--- src/rtl/mdp_pkg.sv ---
package mdp_pkg;

  typedef enum logic [1:0] {
    ADR_PC  = 2'd0,
    ADR_DP  = 2'd1,
    ADR_ZP  = 2'd2,
    ADR_PCX = 2'd3
  } adrSel_e;

  typedef enum logic [2:0] {
    SRC_MEM  = 3'd0,
    SRC_ACC  = 3'd1,
    SRC_TMP  = 3'd2,
    SRC_DPH  = 3'd3,
    SRC_DPL  = 3'd4,
    SRC_PCH  = 3'd5,
    SRC_PCL  = 3'd6,
    SRC_MEMX = 3'd7
  } srcSel_e;

  localparam logic [2:0] DST_ACC = 3'd1;
  localparam logic [2:0] DST_TMP = 3'd2;
  localparam logic [2:0] DST_DPH = 3'd3;
  localparam logic [2:0] DST_DPL = 3'd4;
  localparam logic [2:0] DST_PCH = 3'd5;

  typedef struct packed {
    logic    loadAcc;
    logic    loadTmp;
    logic    loadDph;
    logic    loadDpl;
    logic    loadPch;
    logic    loadIr;
    logic    pcStep;
    logic    useAdd;
    logic    forceCarry;
    logic    memWr;
    srcSel_e src;
    adrSel_e adr;
  } strobes_t;

endpackage

--- src/rtl/dp_control.sv ---
module dp_control
  import mdp_pkg::*;
(
  input  logic [1:0] adrSel,
  input  logic [2:0] srcSel,
  input  logic [2:0] dstSel,
  input  logic       aluAdd,
  input  logic       carryIn,
  input  logic       irLoad,
  input  logic       pcInc,
  input  logic       memWrite,
  output strobes_t   strb
);

  always_comb begin
    strb            = '0;
    strb.adr        = adrSel_e'(adrSel);
    strb.src        = srcSel_e'(srcSel);
    strb.useAdd     = aluAdd;
    strb.forceCarry = carryIn;
    strb.loadIr     = irLoad;
    strb.pcStep     = pcInc;
    strb.memWr      = memWrite;
    case (dstSel)
      DST_ACC: strb.loadAcc = 1'b1;
      DST_TMP: strb.loadTmp = 1'b1;
      DST_DPH: strb.loadDph = 1'b1;
      DST_DPL: strb.loadDpl = 1'b1;
      DST_PCH: strb.loadPch = 1'b1;
      default: ;
    endcase
  end

endmodule

--- src/rtl/dp_alu.sv ---
module dp_alu #(
  parameter int DATA_W = 8
) (
  input  logic [DATA_W-1:0] dataBus,
  input  logic [DATA_W-1:0] operandBus,
  input  logic              useAdd,
  input  logic              forceCarry,
  output logic [DATA_W-1:0] resultBus,
  output logic              carryOut
);

  localparam int SUM_W = DATA_W + 1;

  logic [SUM_W-1:0] sum;
  logic [DATA_W-1:0] gatedOperand;

  assign gatedOperand = useAdd ? operandBus : '0;
  assign sum = {1'b0, dataBus} + {1'b0, gatedOperand} + {{DATA_W{1'b0}}, forceCarry};
  assign resultBus = sum[DATA_W-1:0];
  assign carryOut  = sum[DATA_W];

endmodule

--- src/rtl/dp_core.sv ---
module dp_core
  import mdp_pkg::*;
#(
  parameter int DATA_W = 8
) (
  input  logic                clk,
  input  logic                rst,
  input  strobes_t            strb,
  input  logic [DATA_W-1:0]   memRdData,
  output logic [2*DATA_W-1:0] memAddr,
  output logic [DATA_W-1:0]   memWrData,
  output logic                memWe,
  output logic [DATA_W-1:0]   irOut,
  output logic                carryFlag
);

  localparam int ADDR_W = 2 * DATA_W;

  logic [DATA_W-1:0] acc, tmp, dph, dpl, pch, pcl, ir;
  logic              carry;
  logic [DATA_W-1:0] dataBus, resultBus;
  logic              aluCarry;
  logic [ADDR_W-1:0] pcFull, pcPlus;

  assign pcFull = {pch, pcl};
  assign pcPlus = pcFull + ADDR_W'(1);

  always_comb begin
    case (strb.src)
      SRC_ACC: dataBus = acc;
      SRC_TMP: dataBus = tmp;
      SRC_DPH: dataBus = dph;
      SRC_DPL: dataBus = dpl;
      SRC_PCH: dataBus = pch;
      SRC_PCL: dataBus = pcl;
      default: dataBus = memRdData;
    endcase
  end

  dp_alu #(.DATA_W(DATA_W)) u_alu (
    .dataBus    (dataBus),
    .operandBus (acc),
    .useAdd     (strb.useAdd),
    .forceCarry (strb.forceCarry),
    .resultBus  (resultBus),
    .carryOut   (aluCarry)
  );

  always_ff @(posedge clk) begin
    if (rst) begin
      acc   <= '0;
      tmp   <= '0;
      dph   <= '0;
      dpl   <= '0;
      ir    <= '0;
      carry <= 1'b0;
    end else begin
      if (strb.loadAcc) acc <= resultBus;
      if (strb.loadTmp) tmp <= resultBus;
      if (strb.loadDph) dph <= resultBus;
      if (strb.loadDpl) dpl <= resultBus;
      if (strb.loadIr)  ir  <= dataBus;
      if (strb.useAdd || strb.forceCarry) carry <= aluCarry;
    end
  end

  always_ff @(posedge clk) begin
    if (rst) begin
      pch <= '0;
      pcl <= '0;
    end else begin
      if (strb.pcStep) pcl <= pcPlus[DATA_W-1:0];
      if (strb.loadPch)     pch <= resultBus;
      else if (strb.pcStep) pch <= pcPlus[ADDR_W-1:DATA_W];
    end
  end

  always_comb begin
    case (strb.adr)
      ADR_DP:  memAddr = {dph, dpl};
      ADR_ZP:  memAddr = {{DATA_W{1'b0}}, dpl};
      default: memAddr = pcFull;
    endcase
  end

  assign memWrData = acc;
  assign memWe     = strb.memWr;
  assign irOut     = ir;
  assign carryFlag = carry;


  reset_pc_chk: assert property (@(posedge clk) rst |=> (pcFull == '0 && !carry));


  pc_step_chk: assert property (@(posedge clk) disable iff (rst)
    (strb.pcStep && !strb.loadPch) |=> pcFull == $past(pcFull) + ADDR_W'(1));


  pch_load_chk: assert property (@(posedge clk) disable iff (rst)
    strb.loadPch |=> (pch == $past(resultBus)) &&
      (pcl == ($past(strb.pcStep) ? $past(pcl) + DATA_W'(1) : $past(pcl))));


  carry_hold_chk: assert property (@(posedge clk) disable iff (rst)
    !(strb.useAdd || strb.forceCarry) |=> $stable(carry));


  carry_cap_chk: assert property (@(posedge clk) disable iff (rst)
    (strb.useAdd || strb.forceCarry) |=> carry == $past(aluCarry));


  ir_hold_chk: assert property (@(posedge clk) disable iff (rst)
    !strb.loadIr |=> $stable(ir));

endmodule

--- src/rtl/micro_datapath.sv ---
module micro_datapath
  import mdp_pkg::*;
#(
  parameter int DATA_W = 8
) (
  input  logic                clk,
  input  logic                rst,
  input  logic [1:0]          adr_sel,
  input  logic [2:0]          src_sel,
  input  logic [2:0]          dst_sel,
  input  logic                alu_add,
  input  logic                carry_in,
  input  logic                ir_load,
  input  logic                pc_inc,
  input  logic                mem_write,
  input  logic [DATA_W-1:0]   mem_rdata,
  output logic [2*DATA_W-1:0] mem_addr,
  output logic [DATA_W-1:0]   mem_wdata,
  output logic                mem_we,
  output logic [DATA_W-1:0]   ir_out,
  output logic                carry_flag
);

  strobes_t strb;

  dp_control u_ctrl (
    .adrSel   (adr_sel),
    .srcSel   (src_sel),
    .dstSel   (dst_sel),
    .aluAdd   (alu_add),
    .carryIn  (carry_in),
    .irLoad   (ir_load),
    .pcInc    (pc_inc),
    .memWrite (mem_write),
    .strb     (strb)
  );

  dp_core #(.DATA_W(DATA_W)) u_core (
    .clk       (clk),
    .rst       (rst),
    .strb      (strb),
    .memRdData (mem_rdata),
    .memAddr   (mem_addr),
    .memWrData (mem_wdata),
    .memWe     (mem_we),
    .irOut     (ir_out),
    .carryFlag (carry_flag)
  );

endmodule

--- config.mk ---
export PLATFORM = sky130hd
export DESIGN_NAME = micro_datapath
export DESIGN_NICKNAME = d
export VERILOG_FILES = /design/src/rtl/mdp_pkg.sv /design/src/rtl/dp_control.sv /design/src/rtl/dp_alu.sv /design/src/rtl/dp_core.sv /design/src/rtl/micro_datapath.sv
export SDC_FILE = /design/constraint.sdc
export NUM_CORES = 1
export LEC_CHECK = 0
export ABC_AREA = 1
export BUFFER_PORTS_ARGS = -buffer_cell sky130_fd_sc_hd__clkbuf_2
export CAP_MARGIN = 20
export CELL_PAD_IN_SITES_DETAIL_PLACEMENT = 0
export CELL_PAD_IN_SITES_GLOBAL_PLACEMENT = 1
export CORE_UTILIZATION = 43
export DETAILED_ROUTE_END_ITERATION = 8
export GPL_ROUTABILITY_DRIVEN = 0
export PLACE_DENSITY = 0.85
export SETUP_SLACK_MARGIN = 0.15
export SYNTH_ARGS = -nofsm -noshare
export SYNTH_HDL_FRONTEND = slang
export SYNTH_SLANG_ARGS = --single-unit
--- constraint.sdc ---
create_clock -name clk -period 3.28 [get_ports clk]
set_clock_uncertainty 0.05 [all_clocks]
set_input_delay 0 -clock clk [delete_from_list [all_inputs] [get_ports clk]]
set_output_delay 0 -clock clk [all_outputs]
set_load 0.02 [all_outputs]
== Word level (Yosys, flattened, before mapping) ==
Cells that the tools add are included.

* Register bits after elaboration: 57
* Latch bits: 0
* Memory bits (writable): 0
* Memory bits (read-only): 0
* Output and inout bits: 34
* Logic and storage cells: 36
* Memories kept: 0

* Add/subtract/negate cells: 3
* $mul: 0
* Div/mod/pow operators: 0
* Order comparisons: 0
* Equality and inequality tests: 13
* Shifts and indexed selects: 0
* Mux-type cells: 10
* Bitwise gates (word level): 0
* Reduce and logical (&&, ||, !) cells: 2

{| class="wikitable"
|+ Operators with widths
! operator !! count
|-
| case mux 8 bit (6 select lines) || 1
|-
| case mux 16 bit (2 select lines) || 1
|-
| two-way mux 8 bit || 3
|-
| adder 16 x 1 -> 16 bit, second input constant || 1
|-
| == test 3 bit, second input constant || 5
|-
| == test 3 x 2 -> 1 bit, second input constant || 4
|-
| adder 8 x 8 -> 9 bit || 1
|-
| adder 9 x 1 -> 9 bit || 1
|-
| == test 3 x 1 -> 1 bit, second input constant || 2
|-
| two-way mux 1 bit || 5
|-
| == test 2 x 1 -> 1 bit, second input constant || 1
|-
| == test 2 bit, second input constant || 1
|-
| nonzero test 2 bit || 1
|-
| logical OR 1 bit || 1
|}

== Depth between registers and ports, before layout ==
Gate-level depths: netlist of the first run.

* Word-level depth: 5
* Mapped depth: 20
* Depth with buffers taken out: 20

== By module ==
From an unflattened synthesis of the first run, not the netlist that was laid out.

* Cells, all modules: 607
* Area total of the unflattened synthesis: 3723.6 sq um

{| class="wikitable"
|+ By module, submodules not included
! module !! instances !! cells an instance !! area an instance (sq um) !! seq. area each (sq um)
|-
| dp_core || 1 || 507 || 3178.0 || 1141.1
|-
| dp_alu || 1 || 79 || 429.2 || 0.0
|-
| dp_control || 1 || 21 || 116.4 || 0.0
|}

== Least setup slack after synthesis of the first run ==
No wires, ideal clock.

* Path kind: register -> register
* Start point: register u_core.pcl[0]
* End point: register u_core.pch[4]
* Setup time: 0.070 ns
* Arrival time: 2.100 ns
* Data required time: 3.160 ns
* Setup slack: 1.061 ns
* Stages on the path, launching flop included: 14
* Path buffers: 0
* Cells stage by stage: dfxtp_1 inv_1 o21ai_0 inv_1 and3_1 fa_1 inv_1 fa_1 nand2_1 nand2_1 nand2_1 xnor2_1 o21bai_1 a21oi_1

* Longest elaborated chain between the ends: 4

{| class="wikitable"
|+ Ends and longest elaborated chain
! element !! RTL line !! source
|-
| from (decl) || dp_core.sv:19 || <nowiki>logic [DATA_W-1:0] acc, tmp, dph, dpl, pch, pcl, ir;</nowiki>
|-
| from (signal assigned) || dp_core.sv:72 || <nowiki>if (strb.pcStep) pcl <= pcPlus[DATA_W-1:0];</nowiki>
|-
| case mux 8 bit (6 select lines) || dp_core.sv:29 || <nowiki>case (strb.src)</nowiki>
|-
| adder 8 x 8 -> 9 bit || dp_alu.sv:18 || <nowiki>assign sum = {1'b0, dataBus} + {1'b0, gatedOperand} + {{DATA_W{1'b0}}, forceCarry};</nowiki>
|-
| adder 9 x 1 -> 9 bit || dp_alu.sv:18 ||
|-
| two-way mux 8 bit * || dp_core.sv:73 || <nowiki>if (strb.loadPch) pch <= resultBus;</nowiki>
|-
| to (signal assigned) || dp_core.sv:73 ||
|-
| to (signal assigned) || dp_core.sv:74 || <nowiki>else if (strb.pcStep) pch <= pcPlus[ADDR_W-1:DATA_W];</nowiki>
|-
| to (decl) || dp_core.sv:19 ||
|}

Mark *: on every way between the ends. The rest lies on a longest branch, timed or not. The select of a mux whose other input is x is not followed.
A chain may end at the register's enable or synchronous reset.

== Worst setup path in the final report of the first run ==
Ends and elaborated chain as after synthesis.

==> run_results.csv, run 1 <==
group,metric,value,unit
cts,numCtsBuffers,9,
detailed_routing,detailroute.via_count,3857,
yosys,synth_top_cell_area_share,31.47,%
worst_setup_path,timing.critical_path.slowest_cell_delay,440,ps
worst_setup_path,worst_setup_path_end_kind,"flip-flop",
yosys,synth_area,0.003626,mm²
layout,areaGrowthSynthToFinish,15.29,%
yosys,yosys.cell_types.count,36,
die,chip_height,93.83,µm
sta,worst-slew-pin-transition,850.6,ps
yosys,seq_area_frac_synth,31.47,%
detailed_routing,drt_antenna_net_count,0,
die,placeableCoreArea,0.008175,mm²
sta,rsz0062_at_grt,"false",
grt,groute.usage.overall,27.75,%
layout,fillCellCount,875,
sta,finalSetupViolations,0,
power_and_ir_drop,power.density_cell_area,406.7,mW/mm²
placement,pre_cts_slack,617.1,ps
worst_hold_path,hold_path_class,"input pin to flip-flop",
layout,finalNonFillerCells,739,
die,floorplan.die.width,93.83,µm
sta,hold_viol_final,0,
detailed_routing,drtIter0Drc,230,
die,fp-row-count,33,
power_and_ir_drop,worst_ir_drop_vdd,0.2633,mV
yosys,yosys_warnings,0,
sta,fmaxAchievable,376.0,MHz
cts,cts.reportedPaths.clkPinSlew,70,ps
worst_setup_path,criticalPathCategory,"flip-flop to flip-flop",
detailed_routing,routed-wl-met3,488,µm
cts,h-tree-depth,3,
detailed_routing,drt-total-wl,11240,µm
grt,globalRoute.totalOverflow,0,
layout,final_net_count,665,
worst_setup_path,cp-start-kind,"flip-flop",
detailed_routing,route.layer.met1.wl,5121,µm
sta,final_number_of_max_transition_violations,0,
worst_setup_path,worstSetupStartpoint,"u_core.pcl[0]$_SDFFE_PP0P_",
yosys,postSynth.topFlopCell,"sky130_fd_sc_hd__dfxtp_1",
flow_run,drv.max_cap_violation_count,0,
worst_setup_path,critPathCapture,"u_core.pch[4]$_SDFFE_PP0P_",
worst_setup_path,timing.critical_path.arrival,2890,ps
die,floorplan.die_area,0.008804,mm²
placement,port-buffer-count,54,
worst_setup_path,worst-endpoint-required,3510,ps
cts,clock_tree_from_tritoncts,"done",
yosys,ys_async_sr_fraction,0,%
sta,fin_tns_setup,0,ps
placement,placedCellCount,721,
cts,post_cts_setup_driven_buffer_insertion_count,0,
yosys,synth-edff-count,0,
grt,maximum_number_of_pins_on_one_net_before_global_route_repair,33,
detailed_routing,routed_wire_length_per_instance,15.21,µm
yosys,avgSynthCellArea,6.328,µm²
layout,final_layout_size_suffix_gt1_share,14.51,%
detailed_routing,route.met2.wl,5401,µm
grt,antenna_found_initial,0,
cts,clock_insertion_delay_worst_skew,350,ps
worst_setup_path,crit_chain,"inv_1 > o21ai_0 > inv_1 > and3_1 > fa_1 > inv_1 > fa_1 > nand2_1 > nand2_1 > nand2_1 > xnor2_1 > o21bai_1 > a21oi_1",
cts,cts_root_buffer,"sky130_fd_sc_hd__clkbuf_8",
detailed_routing,number_of_iterations_in_the_first_detailed_routing_pass,5,
yosys,cells_after_synth,573,
worst_setup_path,crit_path_max_fanout,5,
cts,cts-root-to-sink-buffers,2,
yosys,mappedNetlistNets,608,
worst_setup_path,timing.rr.end,"u_core.pch[4]$_SDFFE_PP0P_",
sta,finalWorstSetupSlack,620.4,ps
cts,clock_sink_count,57,
die,io_pins,57,
worst_setup_path,r2r_setup_slack,620,ps
detailed_routing,dr.max_layer_used,"met4",
outcome,outcome,"completed",
grt,first_global_vias,3546,
detailed_routing,per_cell_via_count_in_the_routed_design,5.219,
layout,insertedDiodeCount,0,
worst_setup_path,critPathSlowestCell,"sky130_fd_sc_hd__xnor2_1",
worst_setup_path,worst-r2r-cell-count,13,
yosys,synth_top_cells_by_count,"sky130_fd_sc_hd__inv_1 (113), sky130_fd_sc_hd__nand2_1 (94), sky130_fd_sc_hd__nor2_1 (63), sky130_fd_sc_hd__o21ai_0 (58), sky130_fd_sc_hd__dfxtp_1 (57)",
sta,timing.final.crit_period,2660,ps
yosys,ys_seq_elements,57,
detailed_routing,remaining_drc_errors,0,
grt,grt_first_pass_wirelength,18430,µm
yosys,synth_area_leaders,"sky130_fd_sc_hd__dfxtp_1 (31%), sky130_fd_sc_hd__inv_1 (12%), sky130_fd_sc_hd__nand2_1 (9.7%), sky130_fd_sc_hd__o21ai_0 (8.0%), sky130_fd_sc_hd__nand3_1 (7.0%)",
die,initial_utilization,44.35,%
sta,final.period_utilization,81.09,%
layout,stdcell_area,0.004180,mm²
placement,place_area,0.003989,mm²
yosys,post-synth-top-area-cell,"sky130_fd_sc_hd__dfxtp_1",
sta,slew_headroom,43.23,%
power_and_ir_drop,power_leakage,2.129,nW
placement,hpwlAfterDp,8816,µm
worst_setup_path,regToRegStartpoint,"u_core.pcl[0]$_SDFFE_PP0P_",
yosys,synth_most_common_cell,"sky130_fd_sc_hd__inv_1",
per-layer routing:
layer | global-route usage [%] | up-vias
li1 | - | 1956
met1 | 35.92 | 1771
met2 | 47.08 | 113
met4 | 10.26 | 0
met5 | 0 | -
met3 | 3.317 | 17
state kept, by name (all words and copies together), names as in the netlist:
name,cells
u_core.carryFlag,1
u_core.tmp,8
u_core.memWrData,8
u_core.dpl,8
u_core.pch,8
u_core.pcl,8
u_core.irOut,8
u_core.dph,8
worst min path at each step:
| stage | startpoint | to | slack [ps] | depth (start not counted) |
|---|---|---|---|---|
| finish | dst_sel[1] | u_core.memWrData[0]$_SDFFE_PP0N_ | 20 | 3 |
| global route | ir_load | u_core.irOut[7]$_SDFFE_PP0P_ | 30 | 2 |
| CTS | ir_load | u_core.irOut[7]$_SDFFE_PP0P_ | 9 | 2 |
| detailed placement | mem_write | mem_we | -50 | 0 |
| global placement | mem_write | mem_we | -50 | 0 |
| floorplan | mem_write | mem_we | 60 | 1 |
cell type report:
type                            count  area (µm²)  area share (%)
Multi-Input combinational cell    380        1959           46.87
Clock inverter                      4       20.02          0.4789
Clock buffer                       11       141.4           3.382
Inverter                          121       456.7           10.92
Sequential cell                    57        1141           27.30
Tap cell                          105       131.4           3.143
Timing Repair Buffer               61       330.3           7.902
report_power, final:
group	internal (mW)	switching (mW)
Combinational	0.113	0.253
Clock	0.285	0.289
Sequential	0.730	0.0294
Total	1.13	0.572
critical path, delay by kind of cell (launching register included):
family	cells	cell delay, ps
compound gates	3	430
fa+ha+maj	2	590
xor+xnor	1	440
flops	1	390
simple gates	4	410
buf+inv	3	300
per-stage QoR:
| step | total power, mW | hold slack [ps] | util (%) |
|---|---|---|---|
| 2_1_floorplan | 1.007 | 62.59 | - |
| 3_5_place_dp | 1.133 | -49.76 | 48.79 |
| 5_1_grt | 1.788 | 30.90 | 51.13 |
| 6_report | 1.700 | 16.20 | 51.13 |
| 3_3_place_gp | 1.130 | -49.76 | 48.79 |
| 4_1_cts | 1.703 | 9.090 | 51.13 |
logic make-up (layout without fill, tap and decap cells):
kind of cell             Yosys count  after routing  synth area share (%)
XOR/XNOR                           5              5                 1.208
AO/OA/AOI/OAI                    125            125                 18.63
AND/OR/NAND/NOR                  238            238                 29.64
adder cells (fa/ha/maj)           12             12                 4.555
flip-flops                        57             57                 31.47
buffers and inverters            136            197                 14.49
layout by cell type (no fill, tap or decap), types with 2 or more instances in the layout:
cell	Yosys	layout
sky130_fd_sc_hd__o22ai_1	13	13
sky130_fd_sc_hd__nand4_1	8	8
sky130_fd_sc_hd__dlygate4sd3_1	0	3
sky130_fd_sc_hd__inv_2	7	7
sky130_fd_sc_hd__clkbuf_8	0	10
sky130_fd_sc_hd__dfxtp_1	57	57
sky130_fd_sc_hd__ha_1	10	10
sky130_fd_sc_hd__buf_4	2	4
sky130_fd_sc_hd__or2_2	4	4
sky130_fd_sc_hd__xor2_1	3	3
sky130_fd_sc_hd__inv_1	113	113
sky130_fd_sc_hd__o211ai_1	8	8
sky130_fd_sc_hd__a21oi_1	36	36
sky130_fd_sc_hd__nor3_4	4	4
sky130_fd_sc_hd__nand3b_1	2	2
sky130_fd_sc_hd__nor3_1	6	6
sky130_fd_sc_hd__clkbuf_2	1	54
sky130_fd_sc_hd__clkinv_2	0	4
sky130_fd_sc_hd__fa_1	2	2
sky130_fd_sc_hd__nand3_1	51	51
sky130_fd_sc_hd__o21ai_1	5	5
sky130_fd_sc_hd__nor2_1	63	63
sky130_fd_sc_hd__xnor2_1	2	2
sky130_fd_sc_hd__nand2_1	94	94
sky130_fd_sc_hd__o21ai_0	58	58
what timing repair did:
item,in CTS,in global routing
endpoints found under the hold margin,3,0
hold buffers,3,0
endpoints found under the setup margin,0,0
resized for setup,0,0
Note: power is estimated with default switching activity, not from simulation.
==> inputs of run 2 (changes only) <==
--- a/config.mk
+++ b/config.mk
@@ -10,10 +10,10 @@
 export CAP_MARGIN = 20
 export CELL_PAD_IN_SITES_DETAIL_PLACEMENT = 0
 export CELL_PAD_IN_SITES_GLOBAL_PLACEMENT = 1
-export CORE_UTILIZATION = 43
+export CORE_UTILIZATION = 36
 export DETAILED_ROUTE_END_ITERATION = 8
 export GPL_ROUTABILITY_DRIVEN = 0
-export PLACE_DENSITY = 0.85
+export PLACE_DENSITY = 0.76
 export SETUP_SLACK_MARGIN = 0.15
 export SYNTH_ARGS = -nofsm -noshare
 export SYNTH_HDL_FRONTEND = slang
==> constraint.sdc (replaced) <==
create_clock -name clk -period 2.2 [get_ports clk]
set_clock_uncertainty 0.05 [all_clocks]
set_input_delay 0 -clock clk [delete_from_list [all_inputs] [get_ports clk]]
set_output_delay 0 -clock clk [all_outputs]
set_load 0.02 [all_outputs]
==> run 2 against run 1 <==
  * The flow now finishes with violations (setup timing)
  * Fmax is 17% higher
  * Critical endpoint is now u_core.pch[2]$_SDFFE_PP0P_
  * Combinational power rose by 110%
  * Largest cell class unchanged
  * Sequential cell count unchanged
  * Largest power group unchanged
==> run_results.csv, run 2 (synthesis results as in run 1) <==
group,metric,value,unit
outcome,outcome,"complete, but fails checks",
outcome,failed_checks,"setup timing",
detailed_routing,per_cell_via_count_in_the_routed_design,5.069,
detailed_routing,detailroute.via_count,4233,
cts,clock_sink_count,57,
die,floorplan.die.width,102.4,µm
worst_setup_path,worst_setup_path_end_kind,"flip-flop",
layout,final_net_count,732,
sta,timing.hold.ws,14.97,ps
die,chip_height,102.4,µm
detailed_routing,number_of_iterations_in_the_first_detailed_routing_pass,5,
cts,clock_tree_from_tritoncts,"done",
flow_run,drv.max_cap_violation_count,0,
grt,maximum_number_of_pins_on_one_net_before_global_route_repair,33,
detailed_routing,remaining_drc_errors,0,
power_and_ir_drop,internal_power,2.022,mW
sta,fmaxAchievable,439.3,MHz
die,io_pins,57,
die,initial_utilization,37.10,%
worst_setup_path,worst-endpoint-required,2450,ps
detailed_routing,drtIter0Drc,216,
detailed_routing,drt_antenna_net_count,0,
cts,cts_root_buffer,"sky130_fd_sc_hd__clkbuf_8",
grt,first_global_vias,3926,
die,fp-row-count,36,
cts,numCtsBuffers,9,
placement,hpwlAfterDp,10130,µm
power_and_ir_drop,pwr-share-clk,36.9,%
placement,port-buffer-count,54,
worst_setup_path,criticalPathCategory,"flip-flop to flip-flop",
grt,grt_first_pass_wirelength,20110,µm
sta,finalWorstSetupSlack,-76.11,ps
sta,worst-slew-pin-transition,698.1,ps
cts,h-tree-depth,3,
layout,stdcell_area,0.005031,mm²
sta,finalSetupViolations,10,
worst_setup_path,cp-start-kind,"flip-flop",
cts,clock_insertion_delay_worst_skew,360,ps
cts,cts-root-to-sink-buffers,2,
placement,place_area,0.004486,mm²
layout,insertedDiodeCount,0,
power_and_ir_drop,fin_total_pwr,3.019,mW
power_and_ir_drop,power_leakage,2.512,nW
layout,most_common_cell_after_layout_fill_and_taps_aside,"sky130_fd_sc_hd__inv_1",
die,floorplan.die_area,0.01048,mm²
power_and_ir_drop,power.combinational.fraction,25.6,%
worst_setup_path,timing.critical_path.arrival,2530,ps
layout,final_layout_size_suffix_gt1_share,33.48,%
power_and_ir_drop,p_switching,997.0,µW
layout,areaGrowthSynthToFinish,38.75,%
layout,post-route-util,51.47,%
sta,rsz0062_at_grt,"true",
sta,slew_headroom,53.41,%
power_and_ir_drop,power.density_cell_area,600.1,mW/mm²
layout,fillCellCount,1022,
sta,timing.final.crit_period,2276,ps
sta,final.period_utilization,103.5,%
power_and_ir_drop,netSwitchingFraction,33.03,%
worst_hold_path,hold_path_class,"input pin to flip-flop",
grt,groute.usage.overall,26.18,%
power_and_ir_drop,worst_ir_drop_vdd,0.3184,mV
sta,hold_viol_final,0,
detailed_routing,drt-total-wl,13250,µm
sta,final_number_of_max_transition_violations,0,
die,placeableCoreArea,0.009774,mm²
cts,cts.reportedPaths.clkPinSlew,70,ps
grt,globalRoute.totalOverflow,0,
detailed_routing,routed_wire_length_per_instance,15.87,µm
grt,antenna_found_initial,0,
worst_setup_path,crit_path_max_fanout,5,
layout,layout_common_cells,"sky130_fd_sc_hd__inv_1 (99), sky130_fd_sc_hd__nand2_1 (80), sky130_fd_sc_hd__buf_4 (68)",
sta,fin_tns_setup,-420.3,ps
power_and_ir_drop,seq_power_share,37.5,%
worst_setup_path,r2r_setup_slack,-80,ps
run 2: cell types whose count changed in the layout (fill, tap and decap cells not counted), moves of 11 or more:
cell / delta
sky130_fd_sc_hd__inv_2: +12
sky130_fd_sc_hd__o21ai_0: -13
sky130_fd_sc_hd__nand2_2: +12
sky130_fd_sc_hd__dfxtp_1: -12
sky130_fd_sc_hd__inv_1: -14
sky130_fd_sc_hd__dfxtp_2: +11
sky130_fd_sc_hd__nand2_1: -14
sky130_fd_sc_hd__buf_4: +64
run 2: power by group through the flow:
stage / clock [mW] / sequential, mW / combinational (mW)
floorplan: 0 / 1.17 / 0.344
global placement: 0 / 1.15 / 0.654
detailed placement: 0 / 1.15 / 0.659
CTS: 1.12 / 1.13 / 0.699
global route: 1.18 / 1.14 / 0.833
finish: 1.11 / 1.13 / 0.772
run 2: metal layers:
metal	up-vias	GRT usage, %	part of all wire (%)
met2	133	43.83	48
met3	24	4.856	5.4
met5	-	0	0
met4	0	11.21	2.7
li1	2104	-	-
met1	1972	32.86	44
run 2: layout make-up:
type / instances / area, µm² / share of cell area, %
multi-input cells: 380 / 2191 / 43.55
flip-flops and latches: 57 / 1159 / 23.03
repair buffers: 128 / 843.3 / 16.76
inverters: 121 / 461.7 / 9.177
well taps: 133 / 166.4 / 3.308
clock buffers: 10 / 127.6 / 2.537
clock inverters: 6 / 82.58 / 1.641
run 2: repair_timing:
action / in CTS / in global routing
gates resized for setup: 28 / 60
pin swaps: 10 / 14
endpoints found under the setup margin: 36 / 36
hold endpoints to repair: 5 / 0
buffers inserted: 3 / 5
hold buffers: 4 / 0
run 2: final timing paths:
check                                                 startpoint                               end  depth (start not counted)
worst min-delay path                                  dst_sel[1]  u_core.memWrData[0]$_SDFFE_PP0N_                          3
worst max register to register  u_core.memWrData[0]$_SDFFE_PP0N_        u_core.pch[2]$_SDFFE_PP0P_                         14
worst max-delay path            u_core.memWrData[0]$_SDFFE_PP0N_        u_core.pch[2]$_SDFFE_PP0P_                         14
worst min register to register        u_core.tmp[2]$_SDFFE_PP0N_        u_core.tmp[2]$_SDFFE_PP0N_                          2
run 2: per-stage QoR:
step	worst slack, ps	std cells
floorplan	107.6	573
global placement	-148.3	807
detailed placement	-172.6	807
CTS	-31.55	830
global route	-195.9	835
finish	-76.11	835
run 2: critical path: stages, from the launching register on:
cell	delay [ps]
sky130_fd_sc_hd__dfxtp_4	350
sky130_fd_sc_hd__inv_2	50
sky130_fd_sc_hd__nor2_1	40
sky130_fd_sc_hd__a21oi_2	160
sky130_fd_sc_hd__and3_1	190
sky130_fd_sc_hd__fa_2	200
sky130_fd_sc_hd__inv_2	50
sky130_fd_sc_hd__fa_2	340
sky130_fd_sc_hd__buf_4	150
sky130_fd_sc_hd__xnor2_2	120
sky130_fd_sc_hd__inv_2	140
sky130_fd_sc_hd__o21ai_0	90
sky130_fd_sc_hd__a21oi_1	140
sky130_fd_sc_hd__o21ai_0	100
sky130_fd_sc_hd__inv_1	50
==> inputs of run 3 (changes only) <==
--- a/config.mk
+++ b/config.mk
@@ -14,6 +14,7 @@
 export DETAILED_ROUTE_END_ITERATION = 8
 export GPL_ROUTABILITY_DRIVEN = 0
 export PLACE_DENSITY = 0.76
+export RECOVER_POWER = 50
 export SETUP_SLACK_MARGIN = 0.15
 export SYNTH_ARGS = -nofsm -noshare
 export SYNTH_HDL_FRONTEND = slang
==> run 3 against run 2 <==
  * The run still ends with setup timing left
  * Combinational power fell by 0.6%
  * Routed wire length is 0.53% lower
  * Power down 0.32%
  * Worst hold slack got worse by 1.9 ps
  * Cell count did not move
  * Sequential cell count unchanged
  * Die area did not move
  * Highest routed layer unchanged
  * Register-to-register slack got worse by 20 ps
  * Global-route usage unchanged
  * Fmax decreased by 0.82%
  * Core utilization shrank 0.10 points
==> run_results.csv, run 3 (synthesis results as in run 1) <==
group,metric,value,unit
detailed_routing,drt_antenna_net_count,0,
detailed_routing,drtIter0Drc,249,
detailed_routing,routed_wire_length_per_instance,15.79,µm
detailed_routing,drt-total-wl,13180,µm
worst_setup_path,timing.critical_path.slowest_cell_delay,340,ps
power_and_ir_drop,power.density_cell_area,599.4,mW/mm²
layout,areaGrowthSynthToFinish,38.47,%
layout,final_layout_size_suffix_gt1_share,32.34,%
worst_setup_path,critical_path.most_common_cell,"sky130_fd_sc_hd__inv_2",
worst_setup_path,worst_setup_path_end_kind,"flip-flop",
sta,final_number_of_max_transition_violations,0,
placement,placedCellCount,807,
worst_setup_path,criticalPathCategory,"flip-flop to flip-flop",
worst_setup_path,cp-start-kind,"flip-flop",
layout,post-route-util,51.37,%
grt,antenna_found_initial,0,
outcome,failed_checks,"setup timing",
cts,cts_root_buffer,"sky130_fd_sc_hd__clkbuf_8",
worst_setup_path,timing.critical_path.arrival,2550,ps
power_and_ir_drop,worst_ir_drop_vdd,0.3131,mV
sta,finalSetupViolations,10,
sta,timing.final.crit_period,2295,ps
detailed_routing,number_of_iterations_in_the_first_detailed_routing_pass,5,
cts,clock_insertion_delay_worst_skew,360,ps
cts,h-tree-depth,3,
die,initial_utilization,37.10,%
worst_setup_path,critical_path_buf_inv_count,5,
cts,clock_tree_from_tritoncts,"done",
worst_setup_path,worst-endpoint-required,2450,ps
placement,hpwlAfterDp,10130,µm
layout,finalNonFillerCells,835,
die,io_pins,57,
sta,worst-slew-pin-transition,698.4,ps
sta,timing.hold.ws,13.02,ps
grt,globalRoute.totalOverflow,0,
detailed_routing,remaining_drc_errors,0,
detailed_routing,per_cell_via_count_in_the_routed_design,4.983,
placement,port-buffer-count,54,
die,chip_height,102.4,µm
detailed_routing,detailroute.via_count,4161,
die,fp-row-count,36,
grt,groute.usage.overall,26.18,%
cts,numCtsBuffers,9,
sta,hold_viol_final,0,
cts,clock_sink_count,57,
worst_hold_path,hold_path_class,"input pin to flip-flop",
die,placeableCoreArea,0.009774,mm²
layout,layout_common_cells,"sky130_fd_sc_hd__inv_1 (99), sky130_fd_sc_hd__nand2_1 (80), sky130_fd_sc_hd__buf_4 (68)",
sta,rsz0062_at_grt,"true",
layout,most_common_cell_after_layout_fill_and_taps_aside,"sky130_fd_sc_hd__inv_1",
grt,grt_first_pass_wirelength,20110,µm
layout,final_net_count,732,
worst_setup_path,critPathSlowestCell,"sky130_fd_sc_hd__fa_2",
worst_setup_path,crit_chain,"inv_2 > nor2_2 > nor3_2 > and3_1 > fa_2 > inv_2 > fa_2 > buf_4 > xnor2_2 > inv_2 > o21ai_0 > a21oi_1 > o21ai_0 > inv_1",
outcome,outcome,"complete, but fails checks",
cts,cts.reportedPaths.clkPinSlew,70,ps
cts,cts-root-to-sink-buffers,2,
worst_setup_path,crit_path_max_fanout,5,
grt,first_global_vias,3926,
die,floorplan.die.width,102.4,µm
sta,final.period_utilization,104.3,%
flow_run,drv.max_cap_violation_count,0,
worst_setup_path,cp_delay_by_family_top,"adder cells",
power_and_ir_drop,power_leakage,2.486,nW
sta,slew_headroom,53.39,%
sta,fmaxAchievable,435.7,MHz
grt,maximum_number_of_pins_on_one_net_before_global_route_repair,33,
sta,finalWorstSetupSlack,-94.90,ps
layout,insertedDiodeCount,0,
die,floorplan.die_area,0.01048,mm²
==> run 3: cell counts in the layout (fill, tap and decap cells not counted) <==
Identical to the previous run, type by type.
==> run 3: worst reg2reg max path, delay by kind of cell (launching register included) <==
family / cells / cell delay, ps
AOI/OAI and AO/OA: 3 / 340
xor gates and xnor gates: 1 / 120
adders and majority gates: 2 / 540
buffers and inverters: 5 / 450
DFF: 1 / 330
and+or+nand+nor: 3 / 420
==> run 3: area by class of cell <==
| class | instances | area [µm²] |
|---|---|---|
| Clock buffer | 10 | 127.6 |
| Clock inverter | 6 | 82.58 |
| Fill cell | 1024 | 4753 |
| Inverter | 121 | 461.7 |
| Multi-Input combinational cell | 380 | 2191 |
| Sequential cell | 57 | 1159 |
| Tap cell | 133 | 166.4 |
| Timing Repair Buffer | 128 | 833.3 |
==> run 3: per-stage QoR <==
stage,area (µm²),setup TNS [ps],setup WS [ps],total power [mW]
after global routing,5021,-2240,-195.9,3.146
after detailed placement,4486,-3473,-172.6,1.809
after global placement,4486,-2453,-148.3,1.804
after CTS,4826,-152.4,-31.55,2.947
after floorplan,3652,0,107.6,1.510
final,5021,-352.8,-94.90,3.009
==> run 3: timing repair <==
item                                    in CTS  in global routing
endpoints found under the setup margin      36                 36
hold endpoints to repair                     5                  0
pin swaps                                   10                 14
hold buffers                                 4                  0
setup buffers                                3                  5
resized for setup                           28                 60
==> run 3: path summary, 6_finish.rpt <==
| kind | start | end | slack [ps] | cells after the start |
|---|---|---|---|---|
| max reg2reg | u_core.tmp[0]$_SDFFE_PP0N_ | u_core.pch[2]$_SDFFE_PP0P_ | -90 | 14 |
| min | dst_sel[1] | u_core.memWrData[0]$_SDFFE_PP0N_ | 10 | 3 |
| max | u_core.tmp[0]$_SDFFE_PP0N_ | u_core.pch[2]$_SDFFE_PP0P_ | -90 | 14 |
| min reg2reg | u_core.tmp[2]$_SDFFE_PP0N_ | u_core.tmp[2]$_SDFFE_PP0N_ | 420 | 2 |
==> run 3: power breakdown <==
group / internal (mW) / leakage (nW) / switching [mW] / total, mW
sequential: 1.09 / 0.472 / 0.0424 / 1.13
clock: 0.632 / 0.106 / 0.478 / 1.11
combinational: 0.297 / 1.91 / 0.470 / 0.767
==> run 3: layer usage <==
metal,track usage (%),up-vias,routed length (µm)
li1,-,2099,-
met1,32.86,1893,5765
met2,43.83,145,6314
met3,4.856,24,734
met4,11.21,0,366
met5,0,-,0
